`src/rtl/dpot_pkg.sv`:
```
`timescale 1ns/1ps
package dpot_pkg;
  localparam int TAP_W = 8;
  localparam int N_POT = 2;
  localparam int N_DR  = 4;
  localparam int SEL_W = $clog2(N_DR);

  typedef logic [3:0] op_t;
  localparam op_t OP_RD_WCR   = 4'b1001;
  localparam op_t OP_WR_WCR   = 4'b1010;
  localparam op_t OP_RD_DR    = 4'b1011;
  localparam op_t OP_WR_DR    = 4'b1100;
  localparam op_t OP_DR2WCR   = 4'b1101;
  localparam op_t OP_WCR2DR   = 4'b1110;
  localparam op_t OP_G_DR2WCR = 4'b0001;
  localparam op_t OP_G_WCR2DR = 4'b1000;
  localparam op_t OP_STEP     = 4'b0010;
  localparam op_t OP_STATUS   = 4'b0101;

  localparam logic [3:0] FAMILY_CODE = 4'b0101;

  typedef enum logic [2:0] {PH_ID, PH_INS, PH_DATA, PH_STEP, PH_SKIP} phase_t;
endpackage

```
`src/rtl/dpot_sync.sv`:
```
`timescale 1ns/1ps
module dpot_sync #(
  parameter int           W       = 1,
  parameter logic [W-1:0] RST_VAL = '0
) (
  input  logic         clk,
  input  logic         rst_n,
  input  logic [W-1:0] d,
  output logic [W-1:0] q
);
  for (genvar g = 0; g < W; g++) begin : g_bit
    logic [1:0] stage;
    always_ff @(posedge clk or negedge rst_n) begin
      if (!rst_n) stage <= {2{RST_VAL[g]}};
      else        stage <= {stage[0], d[g]};
    end
    assign q[g] = stage[1];
  end
endmodule

```
`src/rtl/dpot_nvtimer.sv`:
```
`timescale 1ns/1ps
module dpot_nvtimer #(
  parameter int NV_CYCLES = 5000
) (
  input  logic clk,
  input  logic rst_n,
  input  logic start,
  output logic busy
);
  localparam int CNT_W = $clog2(NV_CYCLES + 1);
  logic [CNT_W-1:0] cnt_q, cnt_d;
  logic             cnt_en;

  always_comb begin
    cnt_en = 1'b0;
    cnt_d  = cnt_q;
    if (start && cnt_q == '0) begin
      cnt_en = 1'b1;
      cnt_d  = CNT_W'(NV_CYCLES);
    end else if (cnt_q != '0) begin
      cnt_en = 1'b1;
      cnt_d  = cnt_q - 1'b1;
    end
  end

  always_ff @(posedge clk or negedge rst_n) begin
    if (!rst_n)      cnt_q <= '0;
    else if (cnt_en) cnt_q <= cnt_d;
  end

  assign busy = (cnt_q != '0);
endmodule

```
`src/rtl/dpot_bank.sv`:
```
`timescale 1ns/1ps
module dpot_bank
  import dpot_pkg::*;
(
  input  logic             clk,
  input  logic             rst_n,
  input  logic             ld_wcr,
  input  logic [TAP_W-1:0] wcr_in,
  input  logic             step_up,
  input  logic             step_dn,
  input  logic             ld_dr,
  input  logic [SEL_W-1:0] dr_sel,
  input  logic [TAP_W-1:0] dr_in,
  output logic [TAP_W-1:0] wcr_q,
  output logic [TAP_W-1:0] dr_q
);
  localparam logic [TAP_W-1:0] TOP = '1;

  logic [TAP_W-1:0] wcr_d;
  logic             wcr_en;
  logic [TAP_W-1:0] dr_mem [N_DR];

  always_comb begin
    wcr_en = 1'b1;
    wcr_d  = wcr_q;
    if (ld_wcr)                       wcr_d = wcr_in;
    else if (step_up && wcr_q != TOP) wcr_d = wcr_q + 1'b1;
    else if (step_dn && wcr_q != '0)  wcr_d = wcr_q - 1'b1;
    else                              wcr_en = 1'b0;
  end

  always_ff @(posedge clk or negedge rst_n) begin
    if (!rst_n)      wcr_q <= '0;
    else if (wcr_en) wcr_q <= wcr_d;
  end

  for (genvar i = 0; i < N_DR; i++) begin : g_dr
    logic dr_en;
    assign dr_en = ld_dr && (dr_sel == SEL_W'(i));
    always_ff @(posedge clk or negedge rst_n) begin
      if (!rst_n)     dr_mem[i] <= '0;
      else if (dr_en) dr_mem[i] <= dr_in;
    end
  end

  assign dr_q = dr_mem[dr_sel];
endmodule

```
`src/rtl/dpot_ctrl.sv`:
```
`timescale 1ns/1ps
module dpot_ctrl
  import dpot_pkg::*;
#(
  parameter int NV_CYCLES = 5000
) (
  input  logic             clk,
  input  logic             rst_n,
  input  logic [1:0]       strap_addr,
  input  logic             spi_sck,
  input  logic             spi_cs_n,
  input  logic             spi_sdi,
  output logic             spi_sdo,
  output logic [TAP_W-1:0] wiper0,
  output logic [TAP_W-1:0] wiper1
);
  logic sck_s, csn_s, sdi_s, sck_q, rise;

  dpot_sync #(.W(3), .RST_VAL(3'b010)) u_sync (
    .clk(clk), .rst_n(rst_n),
    .d({spi_sck, spi_cs_n, spi_sdi}),
    .q({sck_s, csn_s, sdi_s})
  );

  always_ff @(posedge clk or negedge rst_n) begin
    if (!rst_n) sck_q <= 1'b0;
    else        sck_q <= sck_s;
  end
  assign rise = sck_s && !sck_q && !csn_s;

  phase_t           phase_q, phase_d;
  logic [2:0]       cnt_q, cnt_d;
  logic [6:0]       in_q, in_d;
  logic [7:0]       in_nx;
  op_t              op_q, op_d;
  logic [SEL_W-1:0] rs_q, rs_d, sel;
  logic             pot_q, pot_d, pot_now;
  logic [7:0]       out_q, out_d;
  logic             rd_q, rd_d;

  logic [N_POT-1:0] ld_wcr, ld_dr, step_up, step_dn;
  logic             nv_go, wip;
  logic [TAP_W-1:0] wcr_src [N_POT];
  logic [TAP_W-1:0] dr_src  [N_POT];
  logic [TAP_W-1:0] wcr_w   [N_POT];
  logic [TAP_W-1:0] drq_w   [N_POT];

  assign in_nx   = {in_q, sdi_s};
  assign sel     = (phase_q == PH_INS) ? in_nx[3:2] : rs_q;
  assign pot_now = (phase_q == PH_INS) ? in_nx[0]   : pot_q;

  always_comb begin
    phase_d = phase_q; cnt_d = cnt_q; in_d = in_q;
    op_d = op_q; rs_d = rs_q; pot_d = pot_q;
    out_d = out_q; rd_d = rd_q;
    ld_wcr = '0; ld_dr = '0; step_up = '0; step_dn = '0; nv_go = 1'b0;
    for (int p = 0; p < N_POT; p++) begin
      wcr_src[p] = drq_w[p];
      dr_src[p]  = wcr_w[p];
    end
    if (csn_s) begin
      phase_d = PH_ID; cnt_d = '0; rd_d = 1'b0;
    end else if (rise) begin
      cnt_d = cnt_q + 1'b1;
      in_d  = in_nx[6:0];
      unique case (phase_q)
        PH_ID: if (cnt_q == 3'd7)
          phase_d = (in_nx == {FAMILY_CODE, strap_addr, 2'b00}) ? PH_INS : PH_SKIP;
        PH_INS: if (cnt_q == 3'd7) begin
          op_d = in_nx[7:4]; rs_d = in_nx[3:2]; pot_d = in_nx[0];
          phase_d = PH_SKIP;
          case (in_nx[7:4])
            OP_RD_WCR:  begin phase_d = PH_DATA; rd_d = 1'b1; out_d = wcr_w[pot_now]; end
            OP_RD_DR:   begin phase_d = PH_DATA; rd_d = 1'b1; out_d = drq_w[pot_now]; end
            OP_STATUS:  begin phase_d = PH_DATA; rd_d = 1'b1; out_d = {7'b0, wip}; end
            OP_WR_WCR, OP_WR_DR: phase_d = PH_DATA;
            OP_STEP:    phase_d = PH_STEP;
            OP_DR2WCR:  ld_wcr[pot_now] = 1'b1;
            OP_WCR2DR:  begin ld_dr[pot_now] = !wip; nv_go = 1'b1; end
            OP_G_DR2WCR: ld_wcr = '1;
            OP_G_WCR2DR: begin ld_dr = {N_POT{!wip}}; nv_go = 1'b1; end
            default: ;
          endcase
        end
        PH_DATA: begin
          out_d = {out_q[6:0], 1'b0};
          if (cnt_q == 3'd7) begin
            phase_d = PH_SKIP; rd_d = 1'b0;
            if (op_q == OP_WR_WCR) begin
              ld_wcr[pot_q] = 1'b1; wcr_src[pot_q] = in_nx;
            end else if (op_q == OP_WR_DR) begin
              ld_dr[pot_q] = !wip; dr_src[pot_q] = in_nx; nv_go = 1'b1;
            end
          end
        end
        PH_STEP: begin
          step_up[pot_q] = sdi_s;
          step_dn[pot_q] = !sdi_s;
        end
        default: ;
      endcase
    end
  end

  always_ff @(posedge clk or negedge rst_n) begin
    if (!rst_n) begin
      phase_q <= PH_ID; cnt_q <= '0; in_q <= '0; op_q <= '0;
      rs_q <= '0; pot_q <= 1'b0; out_q <= '0; rd_q <= 1'b0;
    end else begin
      phase_q <= phase_d; cnt_q <= cnt_d; in_q <= in_d; op_q <= op_d;
      rs_q <= rs_d; pot_q <= pot_d; out_q <= out_d; rd_q <= rd_d;
    end
  end

  dpot_nvtimer #(.NV_CYCLES(NV_CYCLES)) u_nv (
    .clk(clk), .rst_n(rst_n), .start(nv_go), .busy(wip)
  );

  for (genvar p = 0; p < N_POT; p++) begin : g_pot
    dpot_bank u_bank (
      .clk(clk), .rst_n(rst_n),
      .ld_wcr(ld_wcr[p]), .wcr_in(wcr_src[p]),
      .step_up(step_up[p]), .step_dn(step_dn[p]),
      .ld_dr(ld_dr[p]), .dr_sel(sel), .dr_in(dr_src[p]),
      .wcr_q(wcr_w[p]), .dr_q(drq_w[p])
    );
  end

  assign spi_sdo = rd_q && out_q[7];
  assign wiper0  = wcr_w[0];
  assign wiper1  = wcr_w[1];
endmodule

```
`config.mk`:
```
export PLATFORM = sky130hd
export DESIGN_NAME = dpot_ctrl
export DESIGN_NICKNAME = d
export VERILOG_FILES = /design/src/rtl/dpot_pkg.sv /design/src/rtl/dpot_sync.sv /design/src/rtl/dpot_nvtimer.sv /design/src/rtl/dpot_bank.sv /design/src/rtl/dpot_ctrl.sv
export SDC_FILE = /design/constraint.sdc
export NUM_CORES = 1
export LEC_CHECK = 0
export CELL_PAD_IN_SITES_DETAIL_PLACEMENT = 0
export CELL_PAD_IN_SITES_GLOBAL_PLACEMENT = 2
export CORE_UTILIZATION = 46
export CTS_CLUSTER_SIZE = 10
export DETAILED_ROUTE_END_ITERATION = 8
export PLACE_DENSITY = 0.9
export SLEW_MARGIN = 0
export SYNTH_ARGS = -nofsm -noshare
export SYNTH_HDL_FRONTEND = slang
export SYNTH_HIERARCHICAL = 1
export SYNTH_SLANG_ARGS = --single-unit
```
`constraint.sdc`:
```
create_clock -name clk -period 9.7 [get_ports clk]
set_input_delay 2.425 -clock clk [delete_from_list [all_inputs] [get_ports clk]]
set_output_delay 2.425 -clock clk [all_outputs]
set_load 0.05 [all_outputs]
```
== After elaboration in Yosys (flattened, before gate mapping) ==
Cells that the tools add are included.
Operators by class
  $add $sub $neg: 6
  equality and inequality tests: 28
  bitwise operators: 8
  reduce and logical (&&, ||, !) cells: 47
  muxes and demuxes: 97
  $lt $le $gt $ge: 8
Operators with widths (count)
  $mux 16: 11
  $mux 8: 18
  $eq 4x4->1 const B: 9
  $mux 2: 18
  $bmux 8 s2: 2
  $bwmux 16: 2
  $mux 13: 2
  $mux 3: 8
  $pmux 8 s3: 1
  $mux 1: 23
  $logic_and 1x1->1: 19
  $add 8x1->8 const B: 2
  $ne 8x8->1 const B: 2
  $pmux 2 s2: 4
  $pmux 8 s2: 1
  $reduce_bool 8->1: 2
  $sub 8x1->8 const B: 2
  $reduce_and 5->1: 3
  $logic_not 13->1: 1
  $reduce_bool 13->1: 1
  $sub 13x1->13 const B: 1
  $ne 3x2->1 const B: 3
  $pmux 3 s3: 1
  $reduce_bool 3->1: 3
  other kinds (36): 55
Word-level totals
  output and inout bits: 17
  input bits: 7
  register bits after elaboration: 129

== Longest topological paths before layout ==
  word-level depth: 13
  depth in mapped cells: 15
  gate-level depth less buffers: 12

== Modules after synthesis ==
The synthesis kept the hierarchy.
Modules (own cells, without submodules)
  dpot_bank: times used 2, sequential area each 1001.0 um2, cells an instance 163, area an instance 2117.0 um2
  dpot_ctrl: times used 1, sequential area each 750.7 um2, cells an instance 245, area an instance 2402.3 um2
  dpot_nvtimer: times used 1, sequential area each 325.3 um2, cells an instance 59, area an instance 663.1 um2
  dpot_sync: times used 1, sequential area each 152.6 um2, cells an instance 9, area an instance 175.2 um2

== Least setup slack after synthesis ==
No wires, ideal clock.
  path kind: flip-flop to flip-flop
  start point: register u_sync.g_bit[1].stage[1]
  end point: register g_pot[0].u_bank.wcr_q[5]
  setup slack: 6.367 ns
  arrival time: 3.255 ns
  cell stages (with the launch flop): 16
  setup time: 0.077 ns
  cell sequence: dfstp_2 buf_4 buf_2 or3b_1 buf_6 nor2_1 nand3_1 nor3_1 o21a_1 inv_1 ha_1 a21oi_1 a21oi_1 o21a_1 o311a_1 a21oi_1
On the way
  elaborated cells on any way between the ends: 19
  those cells by class: mux: 13; reduce/logical: 6
RTL lines
  start: declaration: RTL line dpot_sync.sv:12  | logic [1:0] stage;
  start signal: assignment: RTL line dpot_sync.sv:14  | if (!rst_n) stage <= {2{RST_VAL[g]}};
  start signal: assignment: RTL line dpot_sync.sv:15  | else stage <= {stage[0], d[g]};
  $logic_not 1->1: RTL line dpot_ctrl.sv:29  | assign rise = sck_s && !sck_q && !csn_s;
  $logic_and 1x1->1: RTL line dpot_ctrl.sv:29
  $mux 2: RTL line dpot_ctrl.sv:63  | end else if (rise) begin
  $mux 2 *: RTL line dpot_ctrl.sv:61  | if (csn_s) begin
  net step_up[0]: RTL line dpot_ctrl.sv:41  | logic [N_POT-1:0] ld_wcr, ld_dr, step_up, step_dn;
  $logic_and 1x1->1 *: RTL line dpot_bank.sv:27  | else if (step_up && wcr_q != TOP) wcr_d = wcr_q + 1'b1;
  $mux 1: RTL line dpot_bank.sv:27
  $mux 1: RTL line dpot_bank.sv:26  | if (ld_wcr) wcr_d = wcr_in;
  $reduce_and 2->1 (no source line)
  end signal: assignment: RTL line dpot_bank.sv:34  | else if (wcr_en) wcr_q <= wcr_d;
  end: declaration: RTL line dpot_bank.sv:14  | output logic [TAP_W-1:0] wcr_q,
The timed path passes the listed nets; every way through them passes the cells marked *.
A chain may end at the register's enable or synchronous reset.

== Final worst setup path ==
  start point: register g_pot[1].u_bank.wcr_q[0]
  end point: output port wiper1[0]
RTL lines
  start: declaration: RTL line dpot_bank.sv:14
  start signal: assignment: RTL line dpot_bank.sv:34
  end: declaration: RTL line dpot_ctrl.sv:15  | output logic [TAP_W-1:0] wiper1
No word-level cell between the ends.

==> results.yml <==
outcome:
  status: "complete, no violations"
worst_setup_path:
  max_stage_delay_ns: 0.89
  crit_buf_inv: 1
  worst_path_max_delay_cell: "clkdlybuf4s50_1"
  endpoint_kind: "output pin"
  path_delay_family: "buffers and inverters"
  critPathMaxFanout: 9
  crit_chain: "clkdlybuf4s50_1"
  arrival_ns: 1.89
  cp-start-kind: "flip-flop"
  cp.required_ns: 7.28
  path_class: "reg -> out"
timing:
  worst_slack_ns: 5.384
  finalHoldViolations: 0
  slew_viol_final: 0
  fin_setup_tns_ns: 0
  max_slew_margin_pct: 38.17
  setup_violations: 0
  fmax_mhz: 231.7
  min_period_ns: 4.316
  rsz0062_at_grt: "false"
  whs_ns: 0.3475
  tightestPinTransition_ns: 0.9240
  finalCritPeriodShare_pct: 44.50
  skew_ns: 0.007103
floorplanning:
  die_area_sq_um: 16760
  die_w_microns: 129.5
  ios: 24
  initial_core_util_pct: 47.05
  rows: 46
  core_sq_um: 15890
  die_h_microns: 129.5
cts:
  ctsResizeCount: 0
  h-tree-depth: 4
  cts_tree: "yes"
  clk_pin_slew_ns: 0.06
  clkSinkCount: 129
  post_cts_buffers: 0
  clk_latency_ns: 0.42
  cts_root_buf: "clkbuf_16"
  clockBufferDepth: 2
  postCtsHoldBufs: 0
  cts_buffers: 17
cells_and_area:
  drive_gt1_share_pct: 28.25
  n_antenna_cell: 0
  mostFrequentLayoutCells: "dfrtp_1, mux2_2, nand2_1, nor2_1, a21oi_1"
  area_delta_synth_final_pct: 12.79
  layout_commonest_cell: "dfrtp_1"
  finish.instance_area_sq_um: 8431
  multi_input_area_sq_um: 4058
  fill_cells: 1384
  register_area_sq_um: 3231
  nNetsFinal: 682
  instances_no_fill: 885
global_routing:
  antenna_found_initial: 0
  grt_use_total_pct: 23.43
  overflow: 0
  grt_first_pass_wirelength_microns: 29280
  grt_pass1_vias: 5344
  grt_max_degree: 73
synth:
  synth-async-reset-ratio_pct: 100.0
  yosys_warnings: 6
  synth_cells: 639
  synthDistinctLibCells: 75
  syn_area_per_cell_sq_um: 11.70
  synth-seq-area-share_pct: 43.22
  synth-seq-cells: 129
  synth_top_flop_cell: "dfrtp_1"
  mappedNetlistArea_sq_um: 7475
  synth_fp_nets: 665
  synth_edf_count: 0
route:
  avgViaCountPerCell: 5.934
  totalWireLength_microns: 17960
  ant_nets: 0
  dr_total_vias: 5252
  dr.pass1.iters: 4
  dr.first_iter.drc_count: 264
  wire_per_inst_microns: 20.29
  drc: 0
place:
  place_ws_ns: 5.723
  io_buffer_count: 23
  place_hpwl_microns: 12740
  place_area_sq_um: 7861
  dp.cells: 853
  routabilityCongestion: 0.7978
power_and_ir_drop:
  p_leak_nw: 3.991
  vdd.ir_drop.worst_uv: 122.7
  power_density_nw_per_um2: 151.6
worst_hold_path:
  min_path_type: "reg -> reg"
run:
  maxCapViolCount: 0
==> report_power, final <==
| group | total (mW) | switching, mW | internal (mW) | leakage (nW) |
|---|---|---|---|---|
| Sequential | 0.605 | 0.0544 | 0.551 | 1.78 |
| Clock | 0.610 | 0.247 | 0.362 | 0.267 |
| Combinational | 0.0628 | 0.0344 | 0.0284 | 1.95 |
==> through the flow <==
step	power [mW]	utilization (%)
3_3_place_gp	0.6736	49.49
6_report	1.278	53.07
4_1_cts	1.290	53.07
3_5_place_dp	0.6778	49.49
5_1_grt	1.325	53.07
2_1_floorplan	0.6377	-
==> final cells by class <==
type                    count  area share (%)
flip-flops and latches    129           38.32
inverters                  12          0.5343
clock inverters            13           1.499
multi-input cells         469           48.13
well taps                 216           3.206
clock buffers              19           5.254
repair buffers             27           3.057
==> per-layer routing <==
layer  wire length, microns  vias up  global-route usage (%)
met4                    553        0                   10.53
met5                      0        -                       0
met3                    587       37                   4.459
met2                   8283      105                   35.93
li1                       -     2458                       -
met1                   8536     2652                   32.29
==> flip-flops by register name, indices dropped and copies added (netlist names) <==
signal,count
rs_q,2
g_pot.u_bank/dr_mem,64
g_pot.u_bank/wcr_q,16
u_nv/cnt_q,13
out_q,8
in_q,7
pot_q,1
u_sync/g_bit.stage,6
sck_q,1
phase_q,3
op_q,4
cnt_q,3
rd_q,1
==> logic make-up after synthesis <==
family | count (synthesis) | share of synthesized area (%)
AO/OA/AOI/OAI | 122 | 11.67
XOR/XNOR | 11 | 1.289
adder cells (fa/ha/maj) | 19 | 3.381
buffers and inverters | 41 | 2.544
flip-flops | 129 | 43.22
multiplexers | 152 | 25.38
AND/OR/NAND/NOR | 165 | 12.52
==> synth_stat cells (all sizes together) (4+ instances only) <==
cell type / count / share of area, %
dfrtp: 127 / 43
mux2: 113 / 17
nand2: 38 / 1.9
nor2: 37 / 1.9
a21oi: 25 / 1.7
mux2i: 23 / 3.1
o21ai: 23 / 1.5
ha: 17 / 2.8
clkbuf: 16 / 0.80
mux4: 16 / 4.8
buf: 13 / 1.1
nor3: 13 / 0.94
inv: 12 / 0.60
nand3: 11 / 0.74
a22o: 10 / 1.2
nor4: 10 / 1.2
o221ai: 10 / 1.2
a211oi: 8 / 0.94
nand2b: 8 / 0.67
o21a: 8 / 0.80
nand4: 7 / 0.59
xnor2: 7 / 0.82
a21o: 6 / 0.60
nor3b: 6 / 0.87
nand3b: 5 / 0.50
a211o: 4 / 0.47
nor2b: 4 / 0.33
or2: 4 / 0.33
or3: 4 / 0.35
xor2: 4 / 0.47
==> final timing paths <==
kind,startpoint,end,slack (ns),cells after the start
worst max-delay path,g_pot[1].u_bank/wcr_q[0],wiper1[0],5.38,1
worst min-delay path,u_sync/g_bit[0].stage[0],u_sync/g_bit[0].stage[1],0.35,0
worst max register to register,u_sync/g_bit[1].stage[1],g_pot[1].u_bank/wcr_q[6],5.82,12
min in group asynchronous,rst_n,op_q[0],2.04,1
worst min register to register,u_sync/g_bit[0].stage[0],u_sync/g_bit[0].stage[1],0.35,0
max in group asynchronous,rst_n,out_q[3],6.30,2
Power figures use the tool's default switching activity.
